### src/rtl/ide_cfg_pkg.sv
package ide_cfg_pkg;

    localparam int NDEV    = 2;
    localparam int DEV_W   = $clog2(NDEV);
    localparam int TW      = 8;
    localparam int OFS_W   = 3;
    localparam int BYTE_W  = 8;
    localparam int WORD_W  = 16;
    localparam int STRAP_W = 2;
    localparam int SETUP_W = 2;

    // offsets that carry meaning inside the window
    localparam logic [OFS_W-1:0] OFS_RDT   = 3'd0;
    localparam logic [OFS_W-1:0] OFS_WRT   = 3'd1;
    localparam logic [OFS_W-1:0] OFS_CMD   = 3'd2;
    localparam logic [OFS_W-1:0] OFS_WSEL  = 3'd4;
    localparam logic [OFS_W-1:0] OFS_STRAP = 3'd5;
    localparam logic [OFS_W-1:0] OFS_RSEL  = 3'd6;

    localparam logic [BYTE_W-1:0] OPEN_CODE  = 8'h03;
    localparam logic [BYTE_W-1:0] CLOSE_CODE = 8'h83;

    localparam logic [TW-1:0]     SLOW_TIMING = 8'hFF;
    localparam logic [BYTE_W-1:0] WSEL_INIT   = 8'h00;
    localparam logic [BYTE_W-1:0] RSEL_INIT   = 8'h34;

    localparam int WSEL_DEV_BIT = 7;
    localparam int RSEL_DEV_BIT = 0;
    localparam int RSEL_KEY_BIT = 2;
    localparam int SETUP_LSB    = 4;

    typedef enum logic [1:0] {
        SEQ_IDLE = 2'd0,
        SEQ_ONE  = 2'd1,
        SEQ_TWO  = 2'd2
    } seq_e;

    typedef struct packed {
        logic              rd;
        logic              wr;
        logic              wide;
        logic [OFS_W-1:0]  ofs;
        logic [BYTE_W-1:0] wdata;
    } io_req_t;

    function automatic logic is_open_read(io_req_t r);
        return r.rd && r.wide && (r.ofs == OFS_WRT);
    endfunction

    function automatic logic is_cmd_write(io_req_t r, logic [BYTE_W-1:0] code);
        return r.wr && !r.rd && (r.ofs == OFS_CMD) && (r.wdata == code);
    endfunction

endpackage

### src/rtl/ide_unlock_seq.sv
module ide_unlock_seq
    import ide_cfg_pkg::*;
(
    input  logic    clk,
    input  logic    rst,
    input  io_req_t req,
    output logic    cfg_q
);
    seq_e state_q, state_n;
    logic open_now, close_now;

    always_comb begin
        state_n  = state_q;
        open_now = 1'b0;
        if (!cfg_q && (req.rd || req.wr)) begin
            if (is_open_read(req)) begin
                state_n = (state_q == SEQ_IDLE) ? SEQ_ONE : SEQ_TWO;
            end else if (state_q == SEQ_TWO && is_cmd_write(req, OPEN_CODE)) begin
                open_now = 1'b1;
                state_n  = SEQ_IDLE;
            end else begin
                state_n = SEQ_IDLE;
            end
        end
    end

    assign close_now = cfg_q && is_cmd_write(req, CLOSE_CODE);

    always_ff @(posedge clk) begin
        if (rst) begin
            state_q <= SEQ_IDLE;
            cfg_q   <= 1'b0;
        end else begin
            state_q <= state_n;
            if (open_now)
                cfg_q <= 1'b1;
            else if (close_now)
                cfg_q <= 1'b0;
        end
    end

endmodule

### src/rtl/ide_timing_bank.sv
module ide_timing_bank
    import ide_cfg_pkg::*;
#(
    parameter int             N_DEV   = NDEV,
    parameter int             WIDTH   = TW,
    parameter logic [TW-1:0]  INIT    = SLOW_TIMING,
    localparam int            SEL_W   = (N_DEV > 1) ? $clog2(N_DEV) : 1
)(
    input  logic                     clk,
    input  logic                     rst,
    input  logic                     we,
    input  logic [SEL_W-1:0]         sel,
    input  logic [WIDTH-1:0]         wdata,
    output logic [N_DEV*WIDTH-1:0]   flat,
    output logic [WIDTH-1:0]         sel_word
);
    logic [WIDTH-1:0] slot_q [N_DEV];

    for (genvar g = 0; g < N_DEV; g++) begin : g_slot
        always_ff @(posedge clk) begin
            if (rst)
                slot_q[g] <= WIDTH'(INIT);
            else if (we && sel == SEL_W'(g))
                slot_q[g] <= wdata;
        end
        assign flat[g*WIDTH +: WIDTH] = slot_q[g];
    end

    assign sel_word = slot_q[sel];

endmodule

### src/rtl/ide_cfg_regs.sv
module ide_cfg_regs
    import ide_cfg_pkg::*;
(
    input  logic                clk,
    input  logic                rst,
    input  logic                cfg_q,
    input  logic                wr,
    input  logic [OFS_W-1:0]    ofs,
    input  logic [BYTE_W-1:0]   wdata,
    input  logic [STRAP_W-1:0]  strap,
    output logic [BYTE_W-1:0]   cfg_rdata,
    output logic [NDEV*TW-1:0]  wr_bank,
    output logic [NDEV*TW-1:0]  rd_bank,
    output logic [SETUP_W-1:0]  setup,
    output logic [DEV_W-1:0]    wr_dev,
    output logic [DEV_W-1:0]    rd_dev
);
    logic [BYTE_W-1:0] wsel_q, rsel_q;
    logic [TW-1:0]     wr_word, rd_word;
    logic              cwr;

    assign cwr = cfg_q && wr;

    always_ff @(posedge clk) begin
        if (rst) begin
            wsel_q <= WSEL_INIT;
            rsel_q <= RSEL_INIT;
        end else begin
            if (cwr && ofs == OFS_WSEL)
                wsel_q <= wdata;
            if (cwr && ofs == OFS_RSEL && wdata[RSEL_KEY_BIT])
                rsel_q <= wdata;
        end
    end

    assign wr_dev = wsel_q[WSEL_DEV_BIT -: DEV_W];
    assign rd_dev = rsel_q[RSEL_DEV_BIT +: DEV_W];
    assign setup  = rsel_q[SETUP_LSB +: SETUP_W];

    ide_timing_bank #(.N_DEV(NDEV), .WIDTH(TW), .INIT(SLOW_TIMING)) u_wr_bank (
        .clk      (clk),
        .rst      (rst),
        .we       (cwr && ofs == OFS_WRT),
        .sel      (wr_dev),
        .wdata    (wdata),
        .flat     (wr_bank),
        .sel_word (wr_word)
    );

    ide_timing_bank #(.N_DEV(NDEV), .WIDTH(TW), .INIT(SLOW_TIMING)) u_rd_bank (
        .clk      (clk),
        .rst      (rst),
        .we       (cwr && ofs == OFS_RDT),
        .sel      (rd_dev),
        .wdata    (wdata),
        .flat     (rd_bank),
        .sel_word (rd_word)
    );

    always_comb begin
        case (ofs)
            OFS_RDT:   cfg_rdata = rd_word;
            OFS_WRT:   cfg_rdata = wr_word;
            OFS_WSEL:  cfg_rdata = wsel_q;
            OFS_STRAP: cfg_rdata = {{(BYTE_W-STRAP_W){1'b0}}, strap};
            OFS_RSEL:  cfg_rdata = rsel_q;
            default:   cfg_rdata = '0;
        endcase
    end

endmodule

### src/rtl/ide_cfg_window.sv
module ide_cfg_window
    import ide_cfg_pkg::*;
(
    input  logic                 clk,
    input  logic                 rst,
    input  logic                 io_rd,
    input  logic                 io_wr,
    input  logic                 io_wide,
    input  logic [OFS_W-1:0]     io_ofs,
    input  logic [BYTE_W-1:0]    io_wdata,
    output logic [WORD_W-1:0]    io_rdata,
    input  logic [STRAP_W-1:0]   clk_strap,
    output logic                 tf_rd,
    output logic                 tf_wr,
    output logic                 tf_wide,
    output logic [OFS_W-1:0]     tf_ofs,
    output logic [BYTE_W-1:0]    tf_wdata,
    input  logic [WORD_W-1:0]    tf_rdata,
    output logic [NDEV*TW-1:0]   wr_timing,
    output logic [NDEV*TW-1:0]   rd_timing,
    output logic [SETUP_W-1:0]   setup_code
);
    io_req_t           req;
    logic              cfg_q;
    logic [BYTE_W-1:0] cfg_rdata;
    logic [DEV_W-1:0]  wr_dev, rd_dev;

    assign req = '{rd: io_rd, wr: io_wr, wide: io_wide, ofs: io_ofs, wdata: io_wdata};

    ide_unlock_seq u_seq (
        .clk   (clk),
        .rst   (rst),
        .req   (req),
        .cfg_q (cfg_q)
    );

    ide_cfg_regs u_regs (
        .clk       (clk),
        .rst       (rst),
        .cfg_q     (cfg_q),
        .wr        (io_wr),
        .ofs       (io_ofs),
        .wdata     (io_wdata),
        .strap     (clk_strap),
        .cfg_rdata (cfg_rdata),
        .wr_bank   (wr_timing),
        .rd_bank   (rd_timing),
        .setup     (setup_code),
        .wr_dev    (wr_dev),
        .rd_dev    (rd_dev)
    );

    assign tf_rd    = io_rd && !cfg_q;
    assign tf_wr    = io_wr && !cfg_q;
    assign tf_wide  = io_wide;
    assign tf_ofs   = io_ofs;
    assign tf_wdata = io_wdata;
    assign io_rdata = cfg_q ? {{(WORD_W-BYTE_W){1'b0}}, cfg_rdata} : tf_rdata;

endmodule

### config.mk
export PLATFORM = sky130hd
export DESIGN_NAME = ide_cfg_window
export DESIGN_NICKNAME = d
export VERILOG_FILES = /design/src/rtl/ide_cfg_pkg.sv /design/src/rtl/ide_unlock_seq.sv /design/src/rtl/ide_timing_bank.sv /design/src/rtl/ide_cfg_regs.sv /design/src/rtl/ide_cfg_window.sv
export SDC_FILE = /design/constraint.sdc
export NUM_CORES = 1
export LEC_CHECK = 0
export BUFFER_PORTS_ARGS = -buffer_cell sky130_fd_sc_hd__buf_2
export CAP_MARGIN = 25
export CELL_PAD_IN_SITES_DETAIL_PLACEMENT = 0
export CELL_PAD_IN_SITES_GLOBAL_PLACEMENT = 1
export CORE_UTILIZATION = 41
export CTS_CLUSTER_SIZE = 8
export DETAILED_ROUTE_END_ITERATION = 6
export GPL_TIMING_DRIVEN = 0
export PLACE_DENSITY = 0.92
export SYNTH_ARGS = -nofsm -noshare
export SYNTH_HDL_FRONTEND = slang
export SYNTH_SLANG_ARGS = --single-unit
### constraint.sdc
create_clock -name clk -period 2.58 [get_ports clk]
set_input_delay 0 -clock clk [delete_from_list [all_inputs] [get_ports clk]]
set_output_delay 0 -clock clk [all_outputs]
set_load 0.005 [all_outputs]
Word level (Yosys, flattened, before mapping)
Memory sizes are Yosys's and may differ from the RTL's. A register that Yosys moved wholly into a read port is not among the register bits.
Cells that the tools add are included.
{"block": "totals", "reg_bits": 19, "ramBits": 32, "inputBits": 34, "output_inout_bits": 64, "wordCells": 78, "mem_count": 2}
{"block": "op_classes", "eq_ne": 8, "n_mux": 31, "n_bitwise": 6, "reduce_logical": 27}
{"memory": "u_regs.u_rd_bank.slot_q", "words": 2, "width": 8, "read_ports": 3, "rd_clocked_by_memory_dff": 1, "wr": 2, "line": "ide_timing_bank.sv:17", "source": "logic [WIDTH-1:0] slot_q [N_DEV];"}
{"memory": "u_regs.u_wr_bank.slot_q", "words": 2, "width": 8, "read_ports": 3, "rd_clocked_by_memory_dff": 1, "wr": 2, "line": "ide_timing_bank.sv:17"}
{"operator": "$pmux W8 S5", "count": 1}
{"operator": "$mux W8", "count": 4}
{"operator": "$mux W1", "count": 23}
{"operator": "$logic_and A1 B1 Y1", "count": 21}
{"operator": "$mux W16", "count": 1}
{"operator": "$eq A3 B3 Y1 const B", "count": 3}
{"operator": "$eq A8 B2 Y1 const B", "count": 1}
{"operator": "$eq A8 B8 Y1 const B", "count": 1}
{"operator": "$mux W2", "count": 2}
{"operator": "$or A1 B1 Y1", "count": 4}
{"operator": "$eq A3 B1 Y1 const B", "count": 1}
{"operator": "$eq A3 B2 Y1 const B", "count": 1}
{"operator": "$logic_not A3 Y1", "count": 1}
{"operator": "$eq A2 B2 Y1 const B", "count": 1}
{"operator": "$logic_not A1 Y1", "count": 2}
{"operator": "$logic_not A2 Y1", "count": 1}
{"operator": "$not A1 Y1", "count": 2}
{"operator": "$reduce_bool A2 Y1", "count": 1}
{"operator": "$logic_or A1 B1 Y1", "count": 1}

Longest topological paths before layout
Gate-level depths: netlist of the first run.
{"block": "depth", "word_depth": 9, "mapped_depth": 7, "ltp_nobuf": 4}

Cells and area by module
A second synthesis of the first run with hierarchy kept.
{"block": "hier_totals", "hier_cells": 283, "area_unflattened_um2": 2972.9}
{"mod": "ide_timing_bank", "n_inst": 2, "cells_each": 56, "area_per_inst_um2": 719.4, "seq_area_each_um2": 480.5}
{"mod": "ide_cfg_regs", "n_inst": 1, "cells_each": 117, "area_per_inst_um2": 1028.5, "seq_area_each_um2": 320.3}
{"mod": "ide_cfg_window", "n_inst": 1, "cells_each": 32, "area_per_inst_um2": 295.3, "seq_area_each_um2": 0.0}
{"mod": "ide_unlock_seq", "n_inst": 1, "cells_each": 22, "area_per_inst_um2": 210.2, "seq_area_each_um2": 60.1}

Least setup slack after synthesis of the first run
Ideal clock, no wire load.
{"block": "synth_path", "path_type": "register -> register", "startpoint": "register u_seq.cfg_q", "endpoint": "memory u_regs.u_wr_bank.slot_q[1][0] in the netlist's numbering, data pin", "setup_ps": 259, "t_arrival_ps": 1150, "t_required_ps": 2321, "setup_slack_ps": 1170, "path_stages_with_launch": 6, "n_path_buf": 1, "period_less_slack_ps": 1410, "path_cell_list": "dfxtp_1 and2_1 buf_2 and2b_1 nand3_1 or2_1"}
{"item": "start: declaration", "line": "ide_unlock_seq.sv:7", "source": "output logic cfg_q"}
{"item": "start signal: assignment", "line": "ide_unlock_seq.sv:32", "source": "cfg_q <= 1'b0;"}
{"item": "start signal: assignment", "line": "ide_unlock_seq.sv:36", "source": "cfg_q <= 1'b1;"}
{"item": "start signal: assignment", "line": "ide_unlock_seq.sv:38", "source": "cfg_q <= 1'b0;"}
{"item": "end: declaration", "line": "ide_timing_bank.sv:17"}

==> results of run 1 <==
-- metrics by stage --
stage	instance area, µm²	instances	hold WS (ps)	utilization (%)
global placement	3370	423	168	52.1
finish	3490	434	49.1	54.0
CTS	3490	434	51.0	54.0
detailed placement	3370	423	170	52.1
floorplan	2790	250	80.8	-
global route	3490	434	57.2	54.0
-- synth_stat cells, drive strengths merged --
cell / n
clkbuf: 6
and3b: 1
nor4b: 1
a221oi: 6
nor4bb: 2
nor3: 3
and2b: 1
o2bb2ai: 6
a31oi: 1
nand4: 2
nor2b: 12
nor4: 1
o21bai: 1
a21o: 2
o21ai: 4
or2: 32
nor2: 15
a211o: 2
nor3b: 2
and3: 1
buf: 23
or3: 2
a21oi: 4
a31o: 2
or3b: 1
nand3b: 3
mux2: 6
and2: 2
nand2: 5
dfxtp: 21
inv: 10
nand3: 3
edfxtp: 32
o22ai: 10
mux2i: 25
-- area by class of cell --
cell class	instances	share of cell area, %
Buffer	29	6.10
Clock buffer	8	2.58
Inverter	10	1.08
Multi-Input combinational cell	158	33.2
Sequential cell	53	39.6
Tap cell	77	2.76
Timing Repair Buffer	99	14.6
-- cells by family (layout without fill, tap and decap cells) --
family	Yosys count	count (layout)	synth area share (%)
buffers and inverters	39	146	8.97
multiplexers	31	31	11.4
AO/OA/AOI/OAI	38	38	9.74
flip-flops	53	53	49.5
AND/OR/NAND/NOR	89	89	20.4
-- flip-flops by register name, indices dropped and copies added (netlist names), named ones only --
register and flops:
u_regs.wsel_q 8, u_regs.u_rd_bank.slot_q 16, u_regs.rsel_q 8, u_regs.u_wr_bank.slot_q 16, u_seq.cfg_q 1, u_seq.state_q 2
-- power breakdown --
part / internal (mW) / switching, mW
clock network: 0.219 / 0.257
registers: 0.906 / 0.00633
logic: 0.0884 / 0.0949
-- metal layers --
| metal | GRT usage, % | vias to the layer above | part of all wire [%] |
|---|---|---|---|
| li1 | - | 1091 | - |
| met1 | 26.3 | 1063 | 43 |
| met2 | 34.8 | 111 | 48 |
| met3 | 2.85 | 13 | 6.9 |
| met4 | 5.55 | 0 | 1.7 |
| met5 | 0 | - | 0 |
-- how the worst min path moves through the flow --
stage	start	endpoint	slack [ps]	cells past startpoint
global route	io_wdata[4]	u_regs.rsel_q[4]	60	2
finish	io_wdata[5]	u_regs.rsel_q[5]	50	2
detailed placement	io_ofs[2]	tf_ofs[2]	170	2
CTS	io_wdata[4]	u_regs.rsel_q[4]	50	2
global placement	io_ofs[2]	tf_ofs[2]	170	2
floorplan	io_ofs[0]	tf_ofs[0]	80	1
-- critical path, cell delays in order, from the launching register on --
cell,delay [ps]
dfxtp_1,320
clkbuf_1,420
mux2_2,410
a221oi_1,330
o22ai_1,110
buf_2,150
-- repair_timing --
item,in CTS,in global routing
hold buffers,3,0
hold endpoints to repair,2,0
buffers inserted,0,0
gates resized for setup,0,0
==> impl_metrics.yaml, run 1 <==
cells_and_area:
  drive_gt1_share_pct: 39.8
  nNetsFinal: 390
  num_antenna_cells: 0
  multi_input_area_um2: 1160
  fill_cells: 588
  syn2layout_area_growth_pct: 25.0
  regArea_um2: 1380
  mostFrequentLayoutCells: "buf_2 (98), or2_1 (32), edfxtp_1 (32)"
  final_common_cell: "buf_2"
timing:
  fin_tns_setup_ps: 0
  max_slew_margin_pct: 61.0
  tightest_slew_ps: 579
  finClkSkew_ps: 8.52
  rsz0062_at_grt: "false"
  min_period_ps: 2040
  hold_viol: 0
  layout_setup_ws_ps: 542
  finalMaxSlewViolations: 0
  max_freq_mhz: 491
  min_period_over_period_pct: 79.0
  setup_viol: 0
critical_path:
  cp-end-kind: "primary output"
  critical_path_required_ps: 2580
  rr_worst_depth: 5
  reg2reg_from: "u_seq.cfg_q"
  crit_type: "flip-flop to primary output"
  endpoint: "io_rdata[6]"
  r2r_slack_ps: 840
  crit_arrival_ps: 2040
  cp-start-kind: "flip-flop"
  reg2reg_to: "u_regs.u_wr_bank.slot_q[1][5]"
  worst-path-max-fanout: 8
global_routing:
  grt_pass1_vias: 2164
  grt_use_total_pct: 20.0
  grt_first_pass_wirelength_um: 10900
  antenna_found_initial: 0
  gr-total-overflow: 0
  grt_max_degree: 16
floorplanning:
  fp-row-count: 29
  die_y_um: 84.5
  num_io_pins: 98
  initial_core_util_pct: 43.2
  die_w_um: 84.5
  die_area_um2: 7140
  core_um2: 6460
drt:
  via_count: 2278
  drt_wl_total_um: 7010
  wl_per_cell_um: 16.1
  drtIter0Drc: 116
  vias_per_cell: 5.25
  ant_nets: 0
  dr.pass1.iters: 6
  route.detailed.drc: 9
synth:
  syn_inst: 250
  post_synth.cell_area_avg_um2: 11.2
  yosysTopAreaCellShare_pct: 34.5
  yosysWarnings: 0
  synth.largest_area_cell: "edfxtp_1"
  ys_seq_area_share_pct: 49.5
  synth.net_count: 284
  netlist_top_cells_area: "edfxtp_1 (34%), dfxtp_1 (15%), mux2i_1 (9.0%), or2_1 (7.2%), buf_4 (4.3%)"
  ys_ff_latch: 53
  synth.distinct_cells: 46
  syn_area_um2: 2790
hold_path:
  min_path_type: "input port to flip-flop"
pwr:
  power.density_nw_per_um2: 451
  leakage_nw: 1.29
  finalPower_mw: 1.57
  vdd_drop_max_uv: 310
clocking:
  cts_root_buffer: "clkbuf_8"
  cts_buffers: 5
  clk_pin_slew_ps: 90
  cts.sinks: 53
  clkLatencyLatePin_ps: 300
  h-tree-depth: 2
  clockBufferDepth: 2
  cts_tree: "done"
outcome:
  status: "complete, but fails checks"
  violations: "design-rule violations"
place:
  dp_hpwl_um: 5210
  place_congestion: 0.837
  io_buffers: 96
  pre_cts_ws_ps: 853
run:
  cap_viol_max_count: 0
Note: power is estimated with default switching activity, not from simulation.
==> run 2, diff against run 1 <==
--- a/config.mk
+++ b/config.mk
@@ -9,11 +9,11 @@
 export CAP_MARGIN = 25
 export CELL_PAD_IN_SITES_DETAIL_PLACEMENT = 0
 export CELL_PAD_IN_SITES_GLOBAL_PLACEMENT = 1
-export CORE_UTILIZATION = 41
+export CORE_UTILIZATION = 34
 export CTS_CLUSTER_SIZE = 8
 export DETAILED_ROUTE_END_ITERATION = 6
 export GPL_TIMING_DRIVEN = 0
-export PLACE_DENSITY = 0.92
+export PLACE_DENSITY = 0.83
 export SYNTH_ARGS = -nofsm -noshare
 export SYNTH_HDL_FRONTEND = slang
 export SYNTH_SLANG_ARGS = --single-unit
==> constraint.sdc (replaced) <==
create_clock -name clk -period 1.7 [get_ports clk]
set_input_delay 0 -clock clk [delete_from_list [all_inputs] [get_ports clk]]
set_output_delay 0 -clock clk [all_outputs]
set_load 0.005 [all_outputs]
==> run 2 against run 1 <==
Compared with the run above:
- the run now ends clean
- highest routed layer unchanged
- sequential power grew 51%
- register-to-register slack lost 730 ps
- clock skew shrank 1.4 ps
- combinational power grew 57%
- first-iteration DRC count shrank 5.2%
- clock-buffer cell count shrank 3
- setup slack lost 500 ps
- non-clock buffer count shrank 1
- total power grew 60%
- cell area grew 4.2%
- cell count grew 5.5%
==> impl_metrics.yaml, run 2 (synthesis results as in run 1) <==
global_routing:
  grt_use_total_pct: 17.7
  grt_pass1_vias: 2214
  antenna_found_initial: 0
  met1_usage_pct: 22.7
  grt_busiest_layer: "met2"
  use_met3_pct: 3.53
  grt_first_pass_wirelength_um: 11300
  met2_usage_pct: 30.0
  gr-total-overflow: 0
  grt_max_degree: 17
critical_path:
  cp-start-kind: "flip-flop"
  crit_arrival_ps: 1650
  path_buf_inv: 2
  crit_path_frequent_cell: "o22ai_1"
  cpLargestDelayFamily: "flip-flops"
  path_cells: "buf_4 -> mux2i_1 -> o22ai_1 -> a21oi_1 -> o22ai_1 -> buf_2"
  max_stage_delay_ps: 430
  worst-path-max-fanout: 8
  cp-end-kind: "primary output"
  crit_type: "flip-flop to primary output"
  r2r_slack_ps: 110
  critical_path_required_ps: 1700
  crit_slowest_cell: "dfxtp_4"
cells_and_area:
  syn2layout_area_growth_pct: 30.2
  fin_cells: 458
  top_regs: "u_regs.u_rd_bank.slot_q: 16 flops, u_regs.u_wr_bank.slot_q: 16 flops"
  finish.instance_area_um2: 3630
  drive_gt1_share_pct: 44.9
  num_antenna_cells: 0
  nNetsFinal: 389
  regArea_um2: 1390
  fill_cells: 770
  mostFrequentLayoutCells: "buf_2 (98), or2_1 (32), edfxtp_1 (32)"
  multi_input_area_um2: 1240
  final_common_cell: "buf_2"
pwr:
  combPwrFrac_pct: 11.4
  power.density_nw_per_um2: 692
  p_sw_share_pct: 22.7
  leakage_nw: 1.33
  p_switching_mw: 0.572
  internal_power_mw: 1.94
  clock_power_share_pct: 33.5
  vdd_drop_max_uv: 388
  p_seq_share_pct: 55.0
drt:
  drtIter0Drc: 110
  vias_per_cell: 4.88
  ant_nets: 0
  via_count: 2237
  drt_wl_total_um: 7460
  wl_per_cell_um: 16.3
  dr.pass1.iters: 4
  route.detailed.drc: 0
timing:
  setup_viol: 0
  holdWs_ps: 17.0
  min_period_over_period_pct: 97.3
  finClkSkew_ps: 7.11
  fin_tns_setup_ps: 0
  min_period_ps: 1650
  max_slew_margin_pct: 51.6
  tightest_slew_ps: 723
  max_freq_mhz: 605
  finalMaxSlewViolations: 0
  hold_viol: 0
place:
  dp.cells: 448
  place_congestion: 0.833
  dp_hpwl_um: 5490
  io_buffers: 96
  place_area_um2: 3400
outcome:
  status: "completed"
clocking:
  cts.sinks: 53
  clkLatencyLatePin_ps: 310
  clk_pin_slew_ps: 90
  cts_root_buffer: "clkbuf_8"
  clockBufferDepth: 2
  h-tree-depth: 2
  cts_buffers: 5
  cts_tree: "done"
floorplanning:
  num_io_pins: 98
  initial_core_util_pct: 35.5
  die_w_um: 92.6
  core_um2: 7850
  die_y_um: 92.6
  fp-row-count: 32
  die_area_um2: 8570
hold_path:
  min_path_type: "input port to flip-flop"
run:
  cap_viol_max_count: 0
run 2: cell types whose count changed in the layout (fill, tap and decap cells not counted), sizes merged:
cell	previous run	this run
buf	119	121
clkinv	0	1
dlygate4sd3	3	2
clkinvlp	0	1
bufinv	0	1
clkbuf	14	9
run 2: cell type report:
type	count	share of cell area (%)
timing repair buffer	100	14.3
clock inverter	3	1.14
clock buffer	5	1.89
sequential	53	38.2
inverter	10	1.03
tap	102	3.51
multi-input combinational	158	34.2
buffer	27	5.68
run 2: routing by layer:
metal	wire, µm	vias to the layer above
met3	500	5
met5	0	-
li1	-	1098
met2	3700	83
met4	60	0
met1	3200	1051
run 2: stage by stage:
step,power (mW),worst slack (ps),utilization [%]
final,2.51,45.9,46.3
after global routing,2.60,-14.3,46.3
after CTS,2.52,1.39,45.3
after detailed placement,1.69,-48.3,43.3
after global placement,1.69,-21.7,43.3
after floorplan,1.55,290,-
run 2: power by group through the flow:
stage | Clock, mW | Sequential [mW] | Combinational (mW)
6_report | 0.843 | 1.38 | 0.288
5_1_grt | 0.897 | 1.39 | 0.315
4_1_cts | 0.851 | 1.38 | 0.284
3_5_place_dp | 0 | 1.42 | 0.278
3_3_place_gp | 0 | 1.42 | 0.276
2_1_floorplan | 0 | 1.42 | 0.128
run 2: path summary, 6_finish.rpt:
path,from,endpoint,cells past startpoint
worst min register to register,u_regs.rsel_q[2],u_regs.rsel_q[2],1
worst max-delay path,flip-flop,io_rdata[1],6
worst min-delay path,rst,u_regs.rsel_q[4],2
worst max register to register,u_seq.cfg_q,u_regs.u_wr_bank.slot_q[1][6],5
run 2: repair_timing:
item,4_1_cts,5_1_grt
endpoints found under the hold margin,1,0
setup buffers,0,2
setup endpoints to repair,16,28
resized for setup,9,13
hold buffers,2,0
pin swaps,0,4
run 2: worst register-to-register path, cell delays in order (launching register included):
cell and delay [ps]:
dfxtp_1 360, and2_1 140, buf_2 180, and2b_2 260
nand3_4 140, or2_1 270
